===== src/rtl/irq_pkg.sv =====
package irq_pkg;
  parameter int IRQ_N   = 3;
  parameter int IRQ_IDW = (IRQ_N > 1) ? $clog2(IRQ_N) : 1;

  typedef struct packed {
    logic [IRQ_N-1:0]   clrMask;
    logic               selValid;
    logic [IRQ_IDW-1:0] selIdx;
  } irqStrobe_t;
endpackage


===== src/rtl/irq_datapath.sv =====
module irq_datapath
  import irq_pkg::*;
#(
  parameter int SYNC_STAGES = 2,
  parameter int ADDR_W      = 16,
  parameter logic [ADDR_W-1:0] VEC_TOP = 16'h0FFF
) (
  input  logic              clk,
  input  logic              rstN,
  input  logic [IRQ_N-1:0]  irqIn,
  input  irqStrobe_t        strobe,
  output logic [IRQ_N-1:0]  pend,
  output logic [ADDR_W-1:0] vecAddr
);
  localparam int LAST = SYNC_STAGES - 1;

  logic [IRQ_N-1:0] synced;
  logic [IRQ_N-1:0] prevQ;
  logic [IRQ_N-1:0] edgeHit;

  for (genvar i = 0; i < IRQ_N; i++) begin : g_src
    logic [SYNC_STAGES-1:0] chain;

    always_ff @(posedge clk or negedge rstN) begin
      if (!rstN) chain <= '0;
      else       chain <= {chain[SYNC_STAGES-2:0], irqIn[i]};
    end
    assign synced[i] = chain[LAST];

    always_ff @(posedge clk or negedge rstN) begin
      if (!rstN) prevQ[i] <= 1'b0;
      else       prevQ[i] <= synced[i];
    end
    assign edgeHit[i] = synced[i] & ~prevQ[i];

    always_ff @(posedge clk or negedge rstN) begin
      if (!rstN)           pend[i] <= 1'b0;
      else if (edgeHit[i]) pend[i] <= 1'b1;
      else if (strobe.clrMask[i]) pend[i] <= 1'b0;
    end

    AST_EDGE_SETS: assert property (@(posedge clk) disable iff (!rstN)
      $rose(synced[i]) |=> pend[i]);
    AST_STICKY: assert property (@(posedge clk) disable iff (!rstN)
      (pend[i] && !strobe.clrMask[i]) |=> pend[i]);
  end

  always_comb begin
    if (strobe.selValid) vecAddr = VEC_TOP - ADDR_W'(strobe.selIdx);
    else                 vecAddr = '0;
  end
endmodule


===== src/rtl/irq_control.sv =====
module irq_control
  import irq_pkg::*;
(
  input  logic             clk,
  input  logic             rstN,
  input  logic [IRQ_N-1:0] pend,
  input  logic             globalEn,
  input  logic             ackIn,
  output irqStrobe_t       strobe,
  output logic             irqReq
);
  logic [IRQ_IDW-1:0] winIdx;
  logic               anyPend;

  always_comb begin
    winIdx  = '0;
    anyPend = 1'b0;
    for (int i = IRQ_N - 1; i >= 0; i--) begin
      if (pend[i]) begin
        winIdx  = IRQ_IDW'(i);
        anyPend = 1'b1;
      end
    end
  end

  assign irqReq = anyPend & globalEn;

  always_comb begin
    strobe.selIdx   = winIdx;
    strobe.selValid = anyPend;
    strobe.clrMask  = '0;
    if (irqReq && ackIn) strobe.clrMask[winIdx] = 1'b1;
  end

  AST_CLR_ONEHOT: assert property (@(posedge clk) disable iff (!rstN)
    $onehot0(strobe.clrMask));
  AST_TOP_WINS: assert property (@(posedge clk) disable iff (!rstN)
    pend[0] |-> (strobe.selIdx == '0));
  AST_NO_ACK_IDLE: assert property (@(posedge clk) disable iff (!rstN)
    (!globalEn || !ackIn) |-> (strobe.clrMask == '0));
endmodule


===== src/rtl/irq_vector_unit.sv =====
module irq_vector_unit
  import irq_pkg::*;
#(
  parameter int SYNC_STAGES = 2,
  parameter int ADDR_W      = 16,
  parameter logic [ADDR_W-1:0] VEC_TOP = 16'h0FFF
) (
  input  logic               clk,
  input  logic               rstN,
  input  logic [IRQ_N-1:0]   irqIn,
  input  logic               globalEn,
  input  logic               ackIn,
  output logic               irqReq,
  output logic [IRQ_IDW-1:0] srcId,
  output logic [ADDR_W-1:0]  vecAddr,
  output logic [IRQ_N-1:0]   pendFlags
);
  irqStrobe_t strobe;

  irq_control u_ctrl (
    .clk(clk), .rstN(rstN), .pend(pendFlags), .globalEn(globalEn),
    .ackIn(ackIn), .strobe(strobe), .irqReq(irqReq)
  );

  irq_datapath #(.SYNC_STAGES(SYNC_STAGES), .ADDR_W(ADDR_W), .VEC_TOP(VEC_TOP)) u_dp (
    .clk(clk), .rstN(rstN), .irqIn(irqIn), .strobe(strobe),
    .pend(pendFlags), .vecAddr(vecAddr)
  );

  assign srcId = strobe.selIdx;

  AST_REQ_NEEDS_PEND: assert property (@(posedge clk) disable iff (!rstN)
    irqReq |-> (pendFlags != '0));
  AST_CLEAR_ON_ACK: assert property (@(posedge clk) disable iff (!rstN)
    (irqReq && ackIn && !$past(irqReq)) |-> pendFlags[srcId]);
endmodule


===== config.mk =====
export PLATFORM = sky130hd
export DESIGN_NAME = irq_vector_unit
export DESIGN_NICKNAME = d
export VERILOG_FILES = /design/src/rtl/irq_pkg.sv /design/src/rtl/irq_datapath.sv /design/src/rtl/irq_control.sv /design/src/rtl/irq_vector_unit.sv
export SDC_FILE = /design/constraint.sdc
export NUM_CORES = 1
export LEC_CHECK = 0
export BUFFER_PORTS_ARGS = -buffer_cell sky130_fd_sc_hd__buf_4
export CORE_AREA = 2 2 39 41
export CTS_CLUSTER_SIZE = 40
export DETAILED_ROUTE_END_ITERATION = 10
export DIE_AREA = 0 0 41 43
export PLACE_DENSITY = 0.79
export SYNTH_ARGS = -nofsm -noshare
export SYNTH_HDL_FRONTEND = slang
export SYNTH_SLANG_ARGS = --single-unit
export TNS_END_PERCENT = 100

===== constraint.sdc =====
create_clock -name clk -period 1.6 [get_ports clk]
set_input_delay 0.32 -clock clk [delete_from_list [all_inputs] [get_ports clk]]
set_output_delay 0.32 -clock clk [all_outputs]
set_load 0.03 [all_outputs]

== After elaboration in Yosys (flattened, before gate mapping) ==
Cells that the tools add are included.
Widths: inputs -> output; s select.
Word-level totals
  logic and storage cells: 40
  bits in registers: 12
  bits of input ports: 7
Cells by class
  $add $sub $neg: 1
  muxes and demuxes: 16
  order comparisons: 2
  bitwise gates (word level): 7
  reduce and logical (&&, ||, !) cells: 5
Operator list (count)
  $mux 16: 1
  $sub 12x2->13 const A: 1
  $mux 1: 10
  $mux 2: 3
  $reduce_bool 2->1: 3
  $and 1x1->1: 4
  $lt 2x3->1 const B: 1
  $mux 3: 1
  $not 1->1: 3
  $demux 1 s2: 1
  $ge 2x1->1 const B: 1
  $logic_and 1x1->1: 2

== Logic depth before layout (Yosys ltp) ==
  depth in word-level cells: 10
  gate-level depth with buffers: 2

== Modules after synthesis ==
Synthesis repeated with hierarchy kept, for this count alone.
Unflattened totals
  cells, all modules: 46
  area, all modules: 541.8 µm²
Modules (own cells, without submodules)
  irq_datapath: area each 481.7 µm², cells each 38, instances 1
  irq_control: area each 60.1 µm², cells each 8, instances 1

== Worst setup path after synthesis ==
Ideal clock, no wire load.
  kind: register to output
  start: register u_dp.pend[0]
  end: output port srcId[1]
  buffers on the path: 0
  required time: 1.280 ns
  slack: -0.098 ns
  data arrival time: 1.378 ns
  stages on the path, launching flop included: 3
  cells stage by stage: dfrtp_1 > or2_1 > nor2_1
On the way
  word-level cells in the longest chain between the ends: 1
Ends and longest elaborated chain
  from (decl): line irq_datapath.sv:12  | output logic [IRQ_N-1:0] pend,
  from (signal, indexed assignment): line irq_datapath.sv:37  | if (!rstN) pend[i] <= 1'b0;
  from (signal, indexed assignment): line irq_datapath.sv:38  | else if (edgeHit[i]) pend[i] <= 1'b1;
  from (signal, indexed assignment): line irq_datapath.sv:39  | else if (strobe.clrMask[i]) pend[i] <= 1'b0;
  $mux 2: line irq_control.sv:19  | if (pend[i]) begin
  to (decl): line irq_vector_unit.sv:14  | output logic [IRQ_IDW-1:0] srcId,
No other way between the ends.

== Worst setup path after layout ==
  start: register u_dp.pend[0]
  end: output port vecAddr[11]
On the way
  word-level cells in the longest chain between the ends: 3
  elaborated cells on any way between the ends: 4
Ends and longest elaborated chain
  $mux 2: line irq_control.sv:19
  $sub 12x2->13: line irq_datapath.sv:49  | if (strobe.selValid) vecAddr = VEC_TOP - ADDR_W'(strobe.selIdx);
  $mux 16 *: line irq_datapath.sv:49
  to (decl): line irq_vector_unit.sv:15  | output logic [ADDR_W-1:0] vecAddr,
Mark *: on every way between the ends. The rest lies on a longest branch, timed or not.

==> summary.txt <==
Timing
  • Final worst path period need: about 1.7 ns
  • Max Transition Viols Final: 0
  • Final Cycle Share: 105%
  • Final Hold Vio Count: 0
  • Setup WS post-layout: -0.0732 ns
  • Final setup vio count: 12
  • Worst Hold Margin: between 0.15 and 0.2 ns
  • RSZ-0062 raised after global routing: true
  • Achievable Freq: between 0.5 and 0.6 GHz
  • Final Skew: 0.00266 ns

CTS
  • Num CTS Buffers: 3
  • Clk Latency, worst-skew pair: 0.26 ns
  • Clock Sinks: 12
  • Clock tree from TritonCTS: yes
  • CTS clock-pin slew for the worst setup and hold paths: roughly 0.07 ns
  • Clock buffer depth: 2
  • Clock root buffer: clkbuf_4
  • H-tree level count: 1

Setup path
  • Critical-path maximum fanout: 10
  • CP arrival: between 1 and 1.5 ns
  • Crit path max-delay cell type: or3_4
  • Worst setup EP type: output pin
  • RR Startpoint: u_dp.pend[0]
  • Delay of the slowest critical-path stage: a little over 0.4 ns
  • Crit. Startpoint: u_dp.pend[0]
  • CP Data Required Time: 1.28 ns
  • Critical Path, Cell by Cell: or3_4 > buf_12 > buf_4
  • CP startpoint kind: flip-flop
  • Critical path type: flip-flop to output pin

Cells and area
  • Multi-input logic area: approximately 120 um^2
  • Final nets: between 70 and 80
  • Diodes inserted: 0
  • Final Instance Area: around 720 um^2
  • Register area: 300 um^2
  • Filler instances: roughly 130
  • Area delta synth->final: 39.5%
  • Finished Layout Cells: 81
  • Ratio of cells with drive above 1 in the final layout: 60.0%

Place
  • GP Congestion: roughly 0.67
  • Dpl cells: 74
  • Cell Area, Placed: around 640 um^2
  • Hpwl dp: 651 um
  • Worst slack, placed: around 0.11 ns
  • Port bufs: 24

Global route
  • Vias in the first global route: 320
  • Largest net degree at the start of global routing: 13
  • Gr ovfl total: 0
  • Overall routing resource usage: between 10% and 20%
  • Initial antenna violation count: 0
  • First-pass GRT wire length: between 1 and 1.5 mm

Detailed routing
  • Initial drt markers: 0
  • DRC: 0
  • Post-Route WL: just under 900 um
  • Via density: roughly 4.2
  • Via count: 342
  • Post-DR wirelength/cell: around 11 um
  • Detail Route Antenna Nets: 0
  • Pre-antenna DRT Iters: 1

Yosys
  • Top area cells in the synthesized netlist: dfrtp_1 (58%), buf_4 (20%), inv_1 (3.6%)
  • Synthesized flop and latch total: 12
  • Commonest cells post-synth: buf_4 (14), dfrtp_1 (12), inv_1 (5), nor2_1 (2), o22ai_1 (2)
  • Post-synth top area share: 57.8%
  • Ys flop type: dfrtp_1
  • Number of synthesized flops with an enable pin: 0
  • Cells after Synth: 44
  • Mapped Area: slightly above 500 um^2
  • YS warnings: 0
  • Yosys top cell by area: dfrtp_1
  • Netlist cell types: 14
  • Post-synth ARST share: between 90% and 100%
  • Register area share after synthesis: 57.8%
  • Most common cell in the synthesized netlist: buf_4
  • Mean post-synth cell area: between 10 and 15 um^2

Worst hold path
  • Worst hold path type: input pin to flip-flop
  • Hold wc startpoint: irqIn[1]

Power and ir drop
  • Pleak: roughly 0.38 nW
  • Worst VDD drop: 0.530 mV
  • Clock power frac: between 30% and 40%
  • Sequential power share: between 40 and 50%
  • Switching power: roughly 210 uW
  • Internal power: around 540 uW
  • Sw frac: 28.1%
  • Design Power: 745 uW
  • PD cells: 1030 nW/um^2
  • Gate power share: approximately a quarter

Floorplanning
  • Initial core utilization: approximately 38%
  • Die height: approximately 43 um
  • Die area: 1760 um^2
  • Die width: 41 um
  • IO Pins: 29
  • # rows: 14
  • Core area: 1380 um^2

Status
  • Violated checks: setup timing
  • Outcome: finished with violations

Job
  • Max Cap Viol: 0
## sequential cells by signal (all words and copies together) (netlist names)
name and flops:
u_dp.prevQ 3, u_dp.g_src.chain 6, u_dp.pend 3
## worst paths after layout
check / end / slack, ns / cells past startpoint
max reg2reg: u_dp.pend[2] / 0.62 / 3
min reg2reg: u_dp.g_src[2].chain[1] / 0.36 / 0
max in group asynchronous: u_dp.pend[1] / 1.03 / 2
min in group asynchronous: u_dp.g_src[1].chain[0] / 0.42 / 2
min: u_dp.g_src[1].chain[0] / 0.16 / 1
max: vecAddr[11] / -0.07 / 3
## layer usage
layer / global-route usage, % / vias up / part of all wire [%]
met1: 10.5 / 159 / 31
met5: 0 / - / 0
li1: - / 162 / -
met4: 8.00 / 0 / 0
met3: 1.57 / 0 / 12
met2: 19.7 / 21 / 58
## kinds of logic after synthesis
group | after synthesis | share of synthesized area (%)
AO/OA/AOI/OAI | 4 | 6.02
buffers and inverters | 19 | 23.9
flip-flops | 12 | 57.8
other | 1 | 0.722
AND/OR/NAND/NOR | 8 | 11.6
## area by class of cell
type	count	area share, %
Inverter	5	2.59
Timing Repair Buffer	28	32.1
Multi-Input combinational cell	16	16.1
Tap cell	16	2.76
Sequential cell	12	41.5
Clock buffer	4	5.01
## layout by cell type (no fill, tap or decap)
cell / synthesis / final
buf_4: 14 / 24
dfrtp_1: 12 / 12
inv_1: 5 / 5
conb_1: 1 / 4
clkbuf_4: 0 / 3
o22ai_1: 2 / 2
buf_6: 0 / 2
or3_4: 1 / 1
nor2_1: 2 / 1
a21o_2: 1 / 1
and2_4: 1 / 1
or2_4: 0 / 1
nand2_1: 1 / 1
a22o_2: 1 / 1
and4bb_2: 1 / 1
and3b_2: 1 / 1
nor2_4: 0 / 1
clkbuf_8: 0 / 1
dlygate4sd3_1: 0 / 1
buf_12: 0 / 1
## repair_timing
| item | in CTS | in global routing |
|---|---|---|
| cloned | 0 | 0 |
| setup buffers | 2 | 0 |
| gates resized for setup | 2 | 2 |
| hold buffers | 1 | 0 |
| pin swaps | 2 | 3 |
| setup endpoints to repair | 12 | 12 |
| hold endpoints to repair | 12 | 0 |
## worst max-delay path: cells and delay by family (launching register included)
kind | cells | cell delay (ns)
buf+inv | 2 | 0.30
flops | 1 | 0.38
simple gates | 1 | 0.41
## power groups by stage
stage	Sequential, mW	Combinational [mW]	Clock [mW]
floorplan	0.358	0.0900	0
global placement	0.338	0.163	0
detailed placement	0.340	0.165	0
CTS	0.332	0.179	0.244
finish	0.332	0.183	0.230
global route	0.335	0.196	0.249
## per-stage QoR
stage / setup TNS (ns) / util [%]
global route: -1.47 / 52.4
detailed placement: 0 / 45.9
CTS: -1.09 / 51.8
finish: -0.790 / 52.4
floorplan: 0 / -
global placement: 0 / 45.9
No activity file was read; power rests on OpenSTA's default activity.
